===== config.mk =====
export PLATFORM = sky130hd
export DESIGN_NAME = dma_pack_fifo
export DESIGN_NICKNAME = d
export VERILOG_FILES = /design/src/rtl/dpf_pkg.sv /design/src/rtl/dpf_packer.sv /design/src/rtl/dpf_queue.sv /design/src/rtl/dpf_xfer_ctl.sv /design/src/rtl/dma_pack_fifo.sv
export SDC_FILE = /design/constraint.sdc
export NUM_CORES = 1
export LEC_CHECK = 0
export ABC_AREA = 1
export ABC_CLOCK_PERIOD_IN_PS = 5500
export BUFFER_PORTS_ARGS = -buffer_cell sky130_fd_sc_hd__buf_2
export CORE_MARGIN = 5
export CORE_UTILIZATION = 45
export CTS_BUF_LIST = sky130_fd_sc_hd__clkbuf_4 sky130_fd_sc_hd__clkbuf_8
export DETAILED_ROUTE_END_ITERATION = 8
export GPL_ROUTABILITY_DRIVEN = 0
export PLACE_DENSITY_LB_ADDON = 0.08
export SKIP_CTS_REPAIR_TIMING = 1
export SYNTH_ARGS = -nofsm -noshare
export SYNTH_HDL_FRONTEND = slang
export SYNTH_SLANG_ARGS = --single-unit

===== constraint.sdc =====
create_clock -name clk -period 5.5 [get_ports clk]
set_input_delay 0.275 -clock clk [delete_from_list [all_inputs] [get_ports clk]]
set_output_delay 0.275 -clock clk [all_outputs]
set_load 0.1 [all_outputs]

===== src/rtl/dpf_pkg.sv =====
// Package: shared status layout and threshold clamp for the byte-packing DMA FIFO.
// Assumes a four-entry queue, so pointers are 2 bits and the fill count is 3 bits.
package dpf_pkg;

    typedef struct packed {
        logic       en;
        logic       req;
        logic       rdy;
        logic [2:0] thr;
        logic [1:0] rd_ptr;
        logic       spare;
        logic       hold_full;
        logic       byte_pres;
        logic [2:0] fill;
        logic [1:0] wr_ptr;
    } dpf_status_t;

    // Any value above the queue depth is used as the depth.
    function automatic logic [2:0] clamp_thr(input logic [2:0] raw, input logic [2:0] depth);
        return (raw > depth) ? depth : raw;
    endfunction

endpackage


===== src/rtl/dpf_packer.sv =====
// Module: holding stage that joins two bytes into one halfword, low byte first.
// Assumes the caller grants accept_en only when the queue has room. A full
// halfword leaves for the queue on the first edge on which space_i is high.
module dpf_packer #(
    parameter int BYTE_W = 8
) (
    input  logic                clk,
    input  logic                rst_n,
    input  logic                in_valid,
    input  logic [BYTE_W-1:0]   in_byte,
    input  logic                accept_en,
    input  logic                space_i,
    output logic                move_o,
    output logic [2*BYTE_W-1:0] hw_data_o,
    output logic                byte_pres_o,
    output logic                hold_full_o
);

    logic [BYTE_W-1:0] lo_q;
    logic [BYTE_W-1:0] hi_q;
    logic              have_lo_q;
    logic              full_q;
    logic              take;

    // Move the held pair out when the queue has room; take a byte when permitted.
    always_comb begin
        move_o = full_q && space_i;
        take   = in_valid && accept_en && !(full_q && !space_i);
    end

    // Track the holding-stage contents and flags.
    always_ff @(posedge clk) begin
        if (!rst_n) begin
            lo_q      <= '0;
            hi_q      <= '0;
            have_lo_q <= 1'b0;
            full_q    <= 1'b0;
        end else begin
            if (move_o) begin
                full_q <= 1'b0;
            end
            if (take) begin
                if (have_lo_q) begin
                    hi_q      <= in_byte;
                    have_lo_q <= 1'b0;
                    full_q    <= 1'b1;
                end else begin
                    lo_q      <= in_byte;
                    have_lo_q <= 1'b1;
                end
            end
        end
    end

    assign hw_data_o   = {hi_q, lo_q};
    assign byte_pres_o = have_lo_q;
    assign hold_full_o = full_q;

endmodule


===== src/rtl/dpf_queue.sv =====
// Module: circular halfword queue with a head that falls through to the output.
// Assumes DEPTH is a power of two. A push when full and a pop when empty are
// both ignored. A push and a pop on the same edge are both carried out.
module dpf_queue #(
    parameter int WIDTH = 16,
    parameter int DEPTH = 4,
    localparam int PTR_W = $clog2(DEPTH),
    localparam int CNT_W = $clog2(DEPTH + 1)
) (
    input  logic             clk,
    input  logic             rst_n,
    input  logic             push,
    input  logic [WIDTH-1:0] wdata,
    input  logic             pop,
    output logic [WIDTH-1:0] rdata,
    output logic             push_ok,
    output logic             pop_ok,
    output logic [PTR_W-1:0] wr_ptr,
    output logic [PTR_W-1:0] rd_ptr,
    output logic [CNT_W-1:0] fill
);

    logic [WIDTH-1:0] slot_q [DEPTH];

    // Qualify the requests against the current occupancy.
    always_comb begin
        push_ok = push && (fill < CNT_W'(DEPTH));
        pop_ok  = pop && (fill != '0);
    end

    // One storage register per entry, loaded when the write pointer selects it.
    for (genvar i = 0; i < DEPTH; i++) begin : g_slot
        always_ff @(posedge clk) begin
            if (!rst_n) begin
                slot_q[i] <= '0;
            end else if (push_ok && (wr_ptr == PTR_W'(i))) begin
                slot_q[i] <= wdata;
            end
        end
    end

    // Advance the pointers and the occupancy count.
    always_ff @(posedge clk) begin
        if (!rst_n) begin
            wr_ptr <= '0;
            rd_ptr <= '0;
            fill   <= '0;
        end else begin
            if (push_ok) begin
                wr_ptr <= wr_ptr + PTR_W'(1);
            end
            if (pop_ok) begin
                rd_ptr <= rd_ptr + PTR_W'(1);
            end
            case ({push_ok, pop_ok})
                2'b10:   fill <= fill + CNT_W'(1);
                2'b01:   fill <= fill - CNT_W'(1);
                default: fill <= fill;
            endcase
        end
    end

    assign rdata = slot_q[rd_ptr];

endmodule


===== src/rtl/dpf_xfer_ctl.sv =====
// Module: threshold register, request logic, transfer tracking and enable status.
// Assumes pop_ok marks successful reads. A read on the same edge that
// starts a transfer is not counted toward that transfer.
module dpf_xfer_ctl #(
    parameter int DEPTH = 4,
    parameter int THR_W = 3,
    localparam int CNT_W = $clog2(DEPTH + 1)
) (
    input  logic             clk,
    input  logic             rst_n,
    input  logic             enable_i,
    input  logic             thr_wr_i,
    input  logic [THR_W-1:0] thr_data_i,
    input  logic [CNT_W-1:0] fill,
    input  logic             pop_ok,
    input  logic             dma_ack_i,
    input  logic             dma_tc_i,
    output logic [THR_W-1:0] thr_q,
    output logic             req_stat,
    output logic             dma_req_o,
    output logic             en_q,
    output logic             active_q
);

    logic [THR_W-1:0] thr_eff;
    logic [THR_W-1:0] left_q;
    logic             start;
    logic             last;
    logic             active_nx;

    // Effective threshold, request condition and transfer boundaries.
    always_comb begin
        thr_eff   = dpf_pkg::clamp_thr(thr_q, THR_W'(DEPTH));
        req_stat  = (thr_eff != '0) && (THR_W'(fill) >= thr_eff);
        dma_req_o = req_stat && !dma_tc_i;
        start     = !active_q && dma_ack_i && dma_req_o;
        last      = active_q && pop_ok && (left_q == THR_W'(1));
        if (start) begin
            active_nx = 1'b1;
        end else if (last) begin
            active_nx = 1'b0;
        end else begin
            active_nx = active_q;
        end
    end

    // Transfer state: active flag and remaining read count.
    always_ff @(posedge clk) begin
        if (!rst_n) begin
            active_q <= 1'b0;
            left_q   <= '0;
        end else begin
            active_q <= active_nx;
            if (start) begin
                left_q <= thr_eff;
            end else if (active_q && pop_ok) begin
                left_q <= left_q - THR_W'(1);
            end
        end
    end

    // Enable status follows the input but holds while a transfer runs.
    always_ff @(posedge clk) begin
        if (!rst_n) begin
            en_q <= 1'b0;
        end else begin
            en_q <= enable_i || active_nx;
        end
    end

    // Threshold register, writable only while the enable status is clear.
    always_ff @(posedge clk) begin
        if (!rst_n) begin
            thr_q <= '0;
        end else if (thr_wr_i && !en_q) begin
            thr_q <= thr_data_i;
        end
    end

endmodule


===== src/rtl/dma_pack_fifo.sv =====
// Module: top of the byte-packing DMA threshold FIFO.
// Connects the packer, the queue and the transfer control, and assembles
// the status word. The status layout assumes BYTE_W = 8, DEPTH = 4 and THR_W = 3.
module dma_pack_fifo #(
    parameter int BYTE_W = 8,
    parameter int DEPTH  = 4,
    parameter int THR_W  = 3,
    localparam int HW_W  = 2 * BYTE_W,
    localparam int PTR_W = $clog2(DEPTH),
    localparam int CNT_W = $clog2(DEPTH + 1)
) (
    input  logic              clk,
    input  logic              rst_n,
    input  logic              enable_i,
    input  logic              thr_wr_i,
    input  logic [THR_W-1:0]  thr_data_i,
    input  logic              byte_valid_i,
    input  logic [BYTE_W-1:0] byte_data_i,
    output logic              ready_o,
    input  logic              dma_tc_i,
    input  logic              dma_ack_i,
    input  logic              dma_rd_i,
    output logic              dma_req_o,
    output logic [HW_W-1:0]   dma_data_o,
    output logic [15:0]       status_o
);

    logic [HW_W-1:0]  hw_data;
    logic             move;
    logic             byte_pres;
    logic             hold_full;
    logic             push_ok;
    logic             pop_ok;
    logic [PTR_W-1:0] wr_ptr;
    logic [PTR_W-1:0] rd_ptr;
    logic [CNT_W-1:0] fill;
    logic [THR_W-1:0] thr_q;
    logic             req_stat;
    logic             en_q;
    logic             active_q;
    logic             space;
    dpf_pkg::dpf_status_t st;

    // Queue room and local-side readiness.
    always_comb begin
        space   = fill < CNT_W'(DEPTH);
        ready_o = en_q && space;
    end

    dpf_packer #(.BYTE_W(BYTE_W)) u_pack (
        .clk         (clk),
        .rst_n       (rst_n),
        .in_valid    (byte_valid_i),
        .in_byte     (byte_data_i),
        .accept_en   (ready_o),
        .space_i     (space),
        .move_o      (move),
        .hw_data_o   (hw_data),
        .byte_pres_o (byte_pres),
        .hold_full_o (hold_full)
    );

    dpf_queue #(.WIDTH(HW_W), .DEPTH(DEPTH)) u_queue (
        .clk     (clk),
        .rst_n   (rst_n),
        .push    (move),
        .wdata   (hw_data),
        .pop     (dma_rd_i),
        .rdata   (dma_data_o),
        .push_ok (push_ok),
        .pop_ok  (pop_ok),
        .wr_ptr  (wr_ptr),
        .rd_ptr  (rd_ptr),
        .fill    (fill)
    );

    dpf_xfer_ctl #(.DEPTH(DEPTH), .THR_W(THR_W)) u_ctl (
        .clk        (clk),
        .rst_n      (rst_n),
        .enable_i   (enable_i),
        .thr_wr_i   (thr_wr_i),
        .thr_data_i (thr_data_i),
        .fill       (fill),
        .pop_ok     (pop_ok),
        .dma_ack_i  (dma_ack_i),
        .dma_tc_i   (dma_tc_i),
        .thr_q      (thr_q),
        .req_stat   (req_stat),
        .dma_req_o  (dma_req_o),
        .en_q       (en_q),
        .active_q   (active_q)
    );

    // Assemble the status word.
    always_comb begin
        st.en        = en_q;
        st.req       = req_stat;
        st.rdy       = ready_o;
        st.thr       = 3'(thr_q);
        st.rd_ptr    = 2'(rd_ptr);
        st.spare     = 1'b0;
        st.hold_full = hold_full;
        st.byte_pres = byte_pres;
        st.fill      = 3'(fill);
        st.wr_ptr    = 2'(wr_ptr);
        status_o     = st;
    end

endmodule


After elaboration in Yosys (flattened, before gate mapping)
Memory sizes are Yosys's and may differ from the RTL's. A register that Yosys moved wholly into a read port is not among the register bits. Index checks and enable logic that the tools add are counted.

Add/subtract/negate cells: 5. Reduce and logical (&&, ||, !) cells: 31. Bitwise gates (word level): 5. Multipliers: 0. Equality and inequality tests: 6. Div/mod/pow operators: 0. Multiplexer cells: 29. Shift operators: 0. Order comparisons: 3.

Operators by type and width (number): 16-bit two-way mux (4); 1-bit two-way mux (19); 1-bit logical AND (18); 3-bit two-way mux (3); 2-bit == test (second input constant) (3); 3-bit case mux with 2 select lines (1); 3-bit nonzero test (2); 3-bit by 1-bit subtractor with 3-bit output (second input constant) (2); 1-bit logical NOT (5); 2-bit by 1-bit adder with 2-bit output (second input constant) (2); 2-bit by 1-bit == test with 1-bit output (second input constant) (2); 2-bit two-way mux (2); 1-bit bitwise OR (4); 2-bit AND reduction (2); 2-bit nonzero test (2); 3-bit by 1-bit adder with 3-bit output (second input constant) (1); 3-bit by 1-bit == test with 1-bit output (second input constant) (1); 3-bit >= comparator (1); 3-bit > comparator (second input constant) (1); 3-bit < comparator (second input constant) (1); 2-bit logical NOT (1); 1-bit logical OR (1); 1-bit NOT (1).

RAM bits: 64. Word-level logic and storage cells: 91. Input port bits: 19. Bits in read-only memories: 0. Bits in latches: 0. Output and inout port bits: 34. Register bits: 33. Memories kept: 1.

Memory list: u_queue.slot_q (depth 4, bits a word 16, read ports 1, clocked after Yosys merged registers in 1, write ports 4, RTL line dpf_queue.sv:23) `logic [WIDTH-1:0] slot_q [DEPTH];`.

Depth between registers and ports, before layout
Gate-level depths: netlist of the first run.

Word-level depth: 8. Gate-level depth with buffers: 11. Depth with buffers taken out: 11.

Modules after synthesis
From an unflattened synthesis of the first run, not the netlist that was laid out.

Cell total of the unflattened synthesis: 539. Area, all modules: 4774.6 sq um.

By module, submodules not included: dpf_queue (cells an instance 309, instances 1, area an instance 3243.1 sq um, sequential area each 2102.0 sq um); dpf_packer (cells an instance 143, instances 1, area an instance 913.4 sq um, sequential area each 360.3 sq um); dpf_xfer_ctl (cells an instance 77, instances 1, area an instance 555.5 sq um, sequential area each 160.2 sq um); dma_pack_fifo (cells an instance 10, instances 1, area an instance 62.6 sq um, sequential area each 0.0 sq um).

Worst setup path after synthesis of the first run
No wires, ideal clock.

Kind: register to output. Start point: reg u_ctl.thr_q[2]. End point: out dma_req_o. Required time: 5225 ps. Cell stages (with the launch flop): 9. Arrival: 3192 ps. Setup slack: 2033 ps. Path through: dfxtp_1 -> inv_1 -> ha_1 -> nand2_1 -> inv_1 -> nand2_1 -> a21oi_1 -> inv_1 -> nor2_1.

Longest elaborated chain between the ends: 5. Elaborated cells on any way between the ends: 6. Those cells by class: order compare (2); mux (1); reduce/logical (3).

RTL lines: start: declaration (RTL line dpf_xfer_ctl.sv:18) `output logic [THR_W-1:0] thr_q,`; start signal: assignment (RTL line dpf_xfer_ctl.sv:76) `thr_q <= thr_data_i;`; 3-bit > comparator (RTL line dpf_pkg.sv:20) `return (raw > depth) ? depth : raw;`; 3-bit two-way mux * (RTL line dpf_pkg.sv:20); 3-bit >= comparator or 3-bit nonzero test (tied branches) (RTL line dpf_xfer_ctl.sv:34) `req_stat = (thr_eff != '0) && (THR_W'(fill) >= thr_eff);`; 1-bit logical AND * (RTL line dpf_xfer_ctl.sv:34); net req_stat (RTL line dma_pack_fifo.sv:38) `logic req_stat;`; 1-bit logical AND * (RTL line dpf_xfer_ctl.sv:35) `dma_req_o = req_stat && !dma_tc_i;`; end: declaration (RTL line dma_pack_fifo.sv:23) `output logic dma_req_o,`.

Mark *: on every way through the listed nets, which the timed path passes. The rest lies on a longest branch.

==> results of run 1 <==
-- sequential cells by signal, summed over array words and instances, names as in the netlist, named ones only --
register,cells
u_ctl.left_q,3
u_queue.wr_ptr,2
u_pack.lo_q,8
u_queue.fill,3
u_pack.hold_full_o,1
u_queue.rd_ptr,2
u_ctl.active_q,1
u_ctl.thr_q,3
u_pack.hi_q,8
u_pack.byte_pres_o,1
u_ctl.en_q,1
u_queue.slot_q,64
-- power breakdown --
group | total (mW) | switching, mW | internal, mW
registers | 0.843 | 0.0191 | 0.824
clock network | 0.521 | 0.260 | 0.260
logic | 0.547 | 0.460 | 0.0872
total | 1.91 | 0.740 | 1.17
-- final cells by class --
| type | instances | area share (%) |
|---|---|---|
| Sequential cell | 99 | 54.9 |
| Multi-Input combinational cell | 273 | 28.0 |
| Timing Repair Buffer | 52 | 5.50 |
| Inverter | 44 | 3.46 |
| Tap cell | 129 | 3.38 |
| Clock buffer | 9 | 2.59 |
| Clock inverter | 7 | 2.10 |
-- metal layers --
| metal | global-route usage [%] | vias up | share of wire [%] |
|---|---|---|---|
| met5 | 0 | - | 0 |
| met1 | 23.7 | 1500 | 47 |
| met4 | 5.75 | 0 | 0.95 |
| met3 | 2.83 | 9 | 6.0 |
| li1 | - | 1556 | - |
| met2 | 27.7 | 77 | 46 |
-- through the flow --
step / util [%] / total power [mW] / hold slack, ps
global placement: 49.2 / 1.41 / 471
finish: 51.7 / 1.91 / 174
detailed placement: 49.2 / 1.41 / 472
floorplan: - / 1.33 / 430
global route: 51.7 / 1.99 / 194
CTS: 51.7 / 1.93 / 157
-- how the worst min path moves through the flow --
| stage | slack, ps | depth (start not counted) | end | from |
|---|---|---|---|---|
| floorplan | 430 | 2 | u_ctl.en_q | enable_i |
| global placement | 470 | 2 | u_queue.rd_ptr[1] | u_queue.rd_ptr[1] |
| detailed placement | 470 | 2 | u_queue.rd_ptr[1] | u_queue.rd_ptr[1] |
| CTS | 160 | 3 | u_ctl.en_q | enable_i |
| global route | 190 | 3 | u_ctl.thr_q[2] | thr_data_i[2] |
| finish | 170 | 3 | u_ctl.en_q | enable_i |
-- worst max-delay path, stage by stage (launching register included) --
cell	delay [ps]
dfxtp_1	310
buf_4	220
inv_1	710
o21ai_0	190
o22ai_1	220
buf_2	480
-- placed cells by master (no fill, tap or decap) --
cell	synthesis	routed
clkbuf_8	0	9
ha_1	9	9
xor2_1	1	1
nor2_1	105	105
a21oi_2	1	1
inv_8	0	1
fa_1	1	1
nand2_1	29	29
clkinv_2	0	1
nand3b_1	1	1
dfxtp_1	35	35
a31oi_1	1	1
o22ai_1	16	16
bufinv_16	0	2
edfxtp_1	64	64
a21oi_1	35	35
buf_2	6	51
o21ai_1	1	1
inv_6	0	1
inv_1	41	41
a31oi_4	1	1
nand4_1	3	3
clkinvlp_4	0	2
buf_4	6	1
nand2_4	1	1
inv_2	3	3
o21ai_0	59	59
conb_1	1	1
nand3_1	7	7
or2_0	1	1
-- cells by family (layout without fill, tap and decap cells) --
family / Yosys count / in the layout / synth area share [%]
simple gates: 147 / 147 / 13.7
compound gates: 114 / 114 / 14.4
flops: 99 / 99 / 61.8
buf+inv: 68 / 112 / 6.72
fa+ha+maj: 10 / 10 / 3.12
other cells: 1 / 1 / 0.0883
xor+xnor: 1 / 1 / 0.206
==> metrics.yaml, run 1 <==
final_cell_area_mm2: 0.00477
gr-total-overflow: 0
ys_ff_latch: 99
final_cells: 613
remaining_drc_errors: 0
place_inst: 597
post-route-period-util_pct: 50.3
fp-row-count: 35
dp_hpwl_mm: 6.14
synth_area_leaders: "edfxtp_1, dfxtp_1, nor2_1"
cp-end-kind: "output port"
syn_area_per_cell_um2: 9.65
drive_gt1_share_pct: 15.3
placed_area_mm2: 0.00455
drv_slew: 0
crit_required_ps: 5220
r2r-start: "u_queue.fill[2]"
start_util_pct: 46.0
cts_root_buffer: "clkbuf_8"
viasPerCell: 5.13
wire_per_inst_um: 15.5
synth_edf_count: 64
dieHeight_um: 107
grt_pass1_vias: 2970
nets: 508
synth_cell_types: 25
synth_cells: 440
synth_top_area_share_pct: 45.3
die_w_um: 107
totalWireLength_mm: 9.47
crit_arrival_ps: 2490
period_minus_slack_ps: 2770
area_growth_syn_to_layout_pct: 12.4
drt_iter0_drc: 212
reg2reg_depth: 9
netlist_area_mm2: 0.00425
antenna_found_initial: 0
peakVddDrop_mv: 0.229
worstMarginPinSlew_ps: 927
layout_setup_ws_ps: 2730
clk_pin_slew_ps: 90
fmax_mhz: 362
relSlewSlack_pct: 38.1
multi_input_area_mm2: 0.00134
fill_cells: 874
grt_pass1_wl_mm: 15.3
p_per_area_mw_per_mm2: 400
vias: 3142
reg2reg_slack_ps: 3370
crit_path_end: "dma_data_o[7]"
track_usage_pct: 17.2
post-synth-top-area-cell: "edfxtp_1"
startpoint_type: "flop"
synth.most_common_cell: "nor2_1"
synth_commonest_cells: "nor2_1, edfxtp_1, o21ai_0"
pre_cts_slack_ps: 3130
critPathKind: "reg -> out"
ys_seq_area_share_pct: 61.8
tritoncts: "done"
cts_max_level: 3
core_mm2: 0.00924
io_pins: 53
n_antenna_cell: 0
maxCapViolations: 0
clk_latency_ps: 360
grt_max_degree: 37
setup_violations: 0
antenna_left: 0
die_area_mm2: 0.0115
drt_first_pass_iters: 4
worstHoldPathType: "in -> reg"
synth-async-reset-ratio_pct: 0
cts_buffers: 9
setup-tns-final_ps: 0
rsz0062_at_grt: "false"
clock_sinks: 99
synth_flop_cell: "edfxtp_1"
hold_viol: 0
clk_path_buf_depth: 2
regArea_mm2: 0.00262
synth_nets: 469
reg2reg_to: "u_queue.fill[2]"
port_buffers: 51
yosysWarnings: 0
path_max_fanout: 33
p_leak_nw: 1.83
fin_skew_ps: 6.97
status: "completed"
(Power assumes the default switching activity.)
==> inputs of run 2 (changes only) <==
--- a/config.mk
+++ b/config.mk
@@ -6,7 +6,7 @@
 export NUM_CORES = 1
 export LEC_CHECK = 0
 export ABC_AREA = 1
-export ABC_CLOCK_PERIOD_IN_PS = 5500
+export ABC_CLOCK_PERIOD_IN_PS = 2300
 export BUFFER_PORTS_ARGS = -buffer_cell sky130_fd_sc_hd__buf_2
 export CORE_MARGIN = 5
 export CORE_UTILIZATION = 45
==> constraint.sdc (replaced) <==
create_clock -name clk -period 2.3 [get_ports clk]
set_input_delay 0.115 -clock clk [delete_from_list [all_inputs] [get_ports clk]]
set_output_delay 0.115 -clock clk [all_outputs]
set_load 0.1 [all_outputs]
==> run 2 against run 1 <==
- wire length grew 5.1%
- utilization grew 2.6 points
- largest power group unchanged
- flip-flop and latch count is the same
- sequential power grew 140%
- worst hold slack lost 160 ps
- clock skew grew 5.2 ps
- die area is the same
- design area grew 5.0%
- critical endpoint is now dma_data_o[9]
- via count shrank 0.16%
- register-to-register slack lost 3100 ps
- highest routed layer unchanged
- power grew 140%
- critical path depth shrank 2
- critical path type unchanged
==> metrics.yaml, run 2 (synthesis results as in run 1) <==
status: "completed"
largest_reg_flops: 64  # unchanged
grt_pass1_wl_mm: 16.4  # +7.2%
fill_cells: 871  # -0.34%
power_frac_seq_pct: 43.7  # -0.4 points
viasPerCell: 4.98  # -2.9%
timing.hold.ws_ps: 13.2  # -161 ps
worstMarginPinSlew_ps: 686  # -241 ps
drt_first_pass_iters: 4  # unchanged
layout_setup_ws_ps: 145  # -2590 ps
grt_pass1_vias: 3165  # +6.6%
grt_max_degree: 36  # -2.7%
cts_buffers: 9  # unchanged
port_buffers: 51  # unchanged
final_cell_mix: "nor2_1, edfxtp_1, o21ai_0, buf_2, inv_1"
clk_latency_ps: 360  # about the same
cp-end-kind: "output port"
rsz0062_at_grt: "false"
cts_max_level: 3  # unchanged
hold_viol: 0  # unchanged
p_comb_share_pct: 30.4  # +1.8 points
placed_area_mm2: 0.00479  # +5.3%
reg_top3: "u_queue.slot_q: 64 flops, u_pack.hi_q: 8 flops, u_pack.lo_q: 8 flops"
fp-row-count: 35  # unchanged
critPathKind: "reg -> out"
drt_iter0_drc: 126  # -41%
path_max_fanout: 17  # -48%
swShare_pct: 38.4  # -0.35 points
remaining_drc_errors: 0  # unchanged
core_mm2: 0.00924  # unchanged
internal_power_mw: 2.86  # +140%
crit_required_ps: 2180  # -3040 ps
fin_skew_ps: 12.2  # +5.23 ps
track_usage_pct: 18.5  # +1.3 points
final_cell_area_mm2: 0.00501  # +5.0%
switching_power_mw: 1.78  # +140%
fmax_mhz: 464
totalWireLength_mm: 9.96  # +5.1%
n_antenna_cell: 0  # unchanged
clk_pin_slew_ps: 90  # about the same
largest-register: "u_queue.slot_q"
post-route-period-util_pct: 93.7
clock_sinks: 99  # unchanged
io_pins: 53  # unchanged
startpoint_type: "flop"
crit_arrival_ps: 2040  # -450 ps
vias: 3137  # -0.16%
die_w_um: 107  # unchanged
drv_slew: 0  # unchanged
pre_cts_slack_ps: 342  # -2790 ps
p_clk_share_pct: 25.9  # -1.3 points
worstHoldPathType: "in -> reg"
peakVddDrop_mv: 0.503  # +120%
area_growth_syn_to_layout_pct: 18.0
maxCapViolations: 0  # unchanged
dieHeight_um: 107  # unchanged
p_per_area_mw_per_mm2: 924  # +130%
tritoncts: "done"
nets: 525  # +3.3%
period_minus_slack_ps: 2150
wire_per_inst_um: 15.8  # +2.3%
p_leak_nw: 1.95  # +6.3%
dp_hpwl_mm: 6.75  # +10%
gr-total-overflow: 0  # unchanged
start_util_pct: 46.0  # unchanged
clk_path_buf_depth: 2  # unchanged
die_area_mm2: 0.0115  # unchanged
antenna_found_initial: 0  # unchanged
antenna_left: 0  # unchanged
drive_gt1_share_pct: 22.4  # +7.1 points
setup_violations: 0  # unchanged
relSlewSlack_pct: 54.2  # +16 points
cts_root_buffer: "clkbuf_8"
final_common_cell: "nor2_1"
==> run 2: changes by cell type in the layout (fill, tap and decap cells not counted), sizes merged <==
cell      before  now
clkbuf         9   10
clkinvlp       2    0
inv           46   44
clkinv         1    4
buf           52   69
==> run 2: final timing paths <==
path	depth (start not counted)	slack, ps	endpoint	startpoint
hold reg to reg	1	490	u_queue.fill[0]	u_queue.fill[0]
setup reg to reg	9	320	u_queue.fill[2]	u_queue.fill[2]
setup / recovery	3	150	dma_data_o[9]	flop
hold / removal	3	10	u_ctl.en_q	enable_i
==> run 2: final cells by class <==
type / instances / area (um2) / area share, %
Clock buffer: 10 / 131 / 2.62
Inverter: 44 / 165 / 3.30
Timing Repair Buffer: 69 / 393 / 7.84
Clock inverter: 6 / 81.3 / 1.62
Multi-Input combinational cell: 273 / 1450 / 29.0
Sequential cell: 99 / 2630 / 52.4
Tap cell: 129 / 161 / 3.22
==> run 2: routing by layer <==
layer,GRT usage (%),up-vias,wire (um)
met1,25.6,1461,4560
met2,29.4,76,4720
li1,-,1587,-
met5,0,-,0
met3,2.95,13,512
met4,6.67,0,167
==> run 2: power by group through the flow <==
stage          Clock, mW  Sequential, mW  Combinational [mW]
6_report            1.20            2.02                1.41
4_1_cts             1.22            2.02                1.42
3_5_place_dp           0            2.06                1.41
2_1_floorplan          0            2.18                1.06
5_1_grt             1.30            2.03                1.50
3_3_place_gp           0            2.06                1.40
==> run 2: critical path: stages, from the launching register on <==
cell and delay [ps]:
dfxtp_1 770, o21ai_0 250, o22ai_2 210, buf_2 450
==> run 2: through the flow <==
step                      utilization, %  power, mW  std cells  setup TNS, ps
final                               54.2       4.63        630              0
after global routing                54.2       4.83        630              0
after CTS                           54.2       4.66        630          -41.8
after detailed placement            51.9       3.48        614              0
after global placement              51.9       3.46        614              0
after floorplan                        -       3.24        440           -198
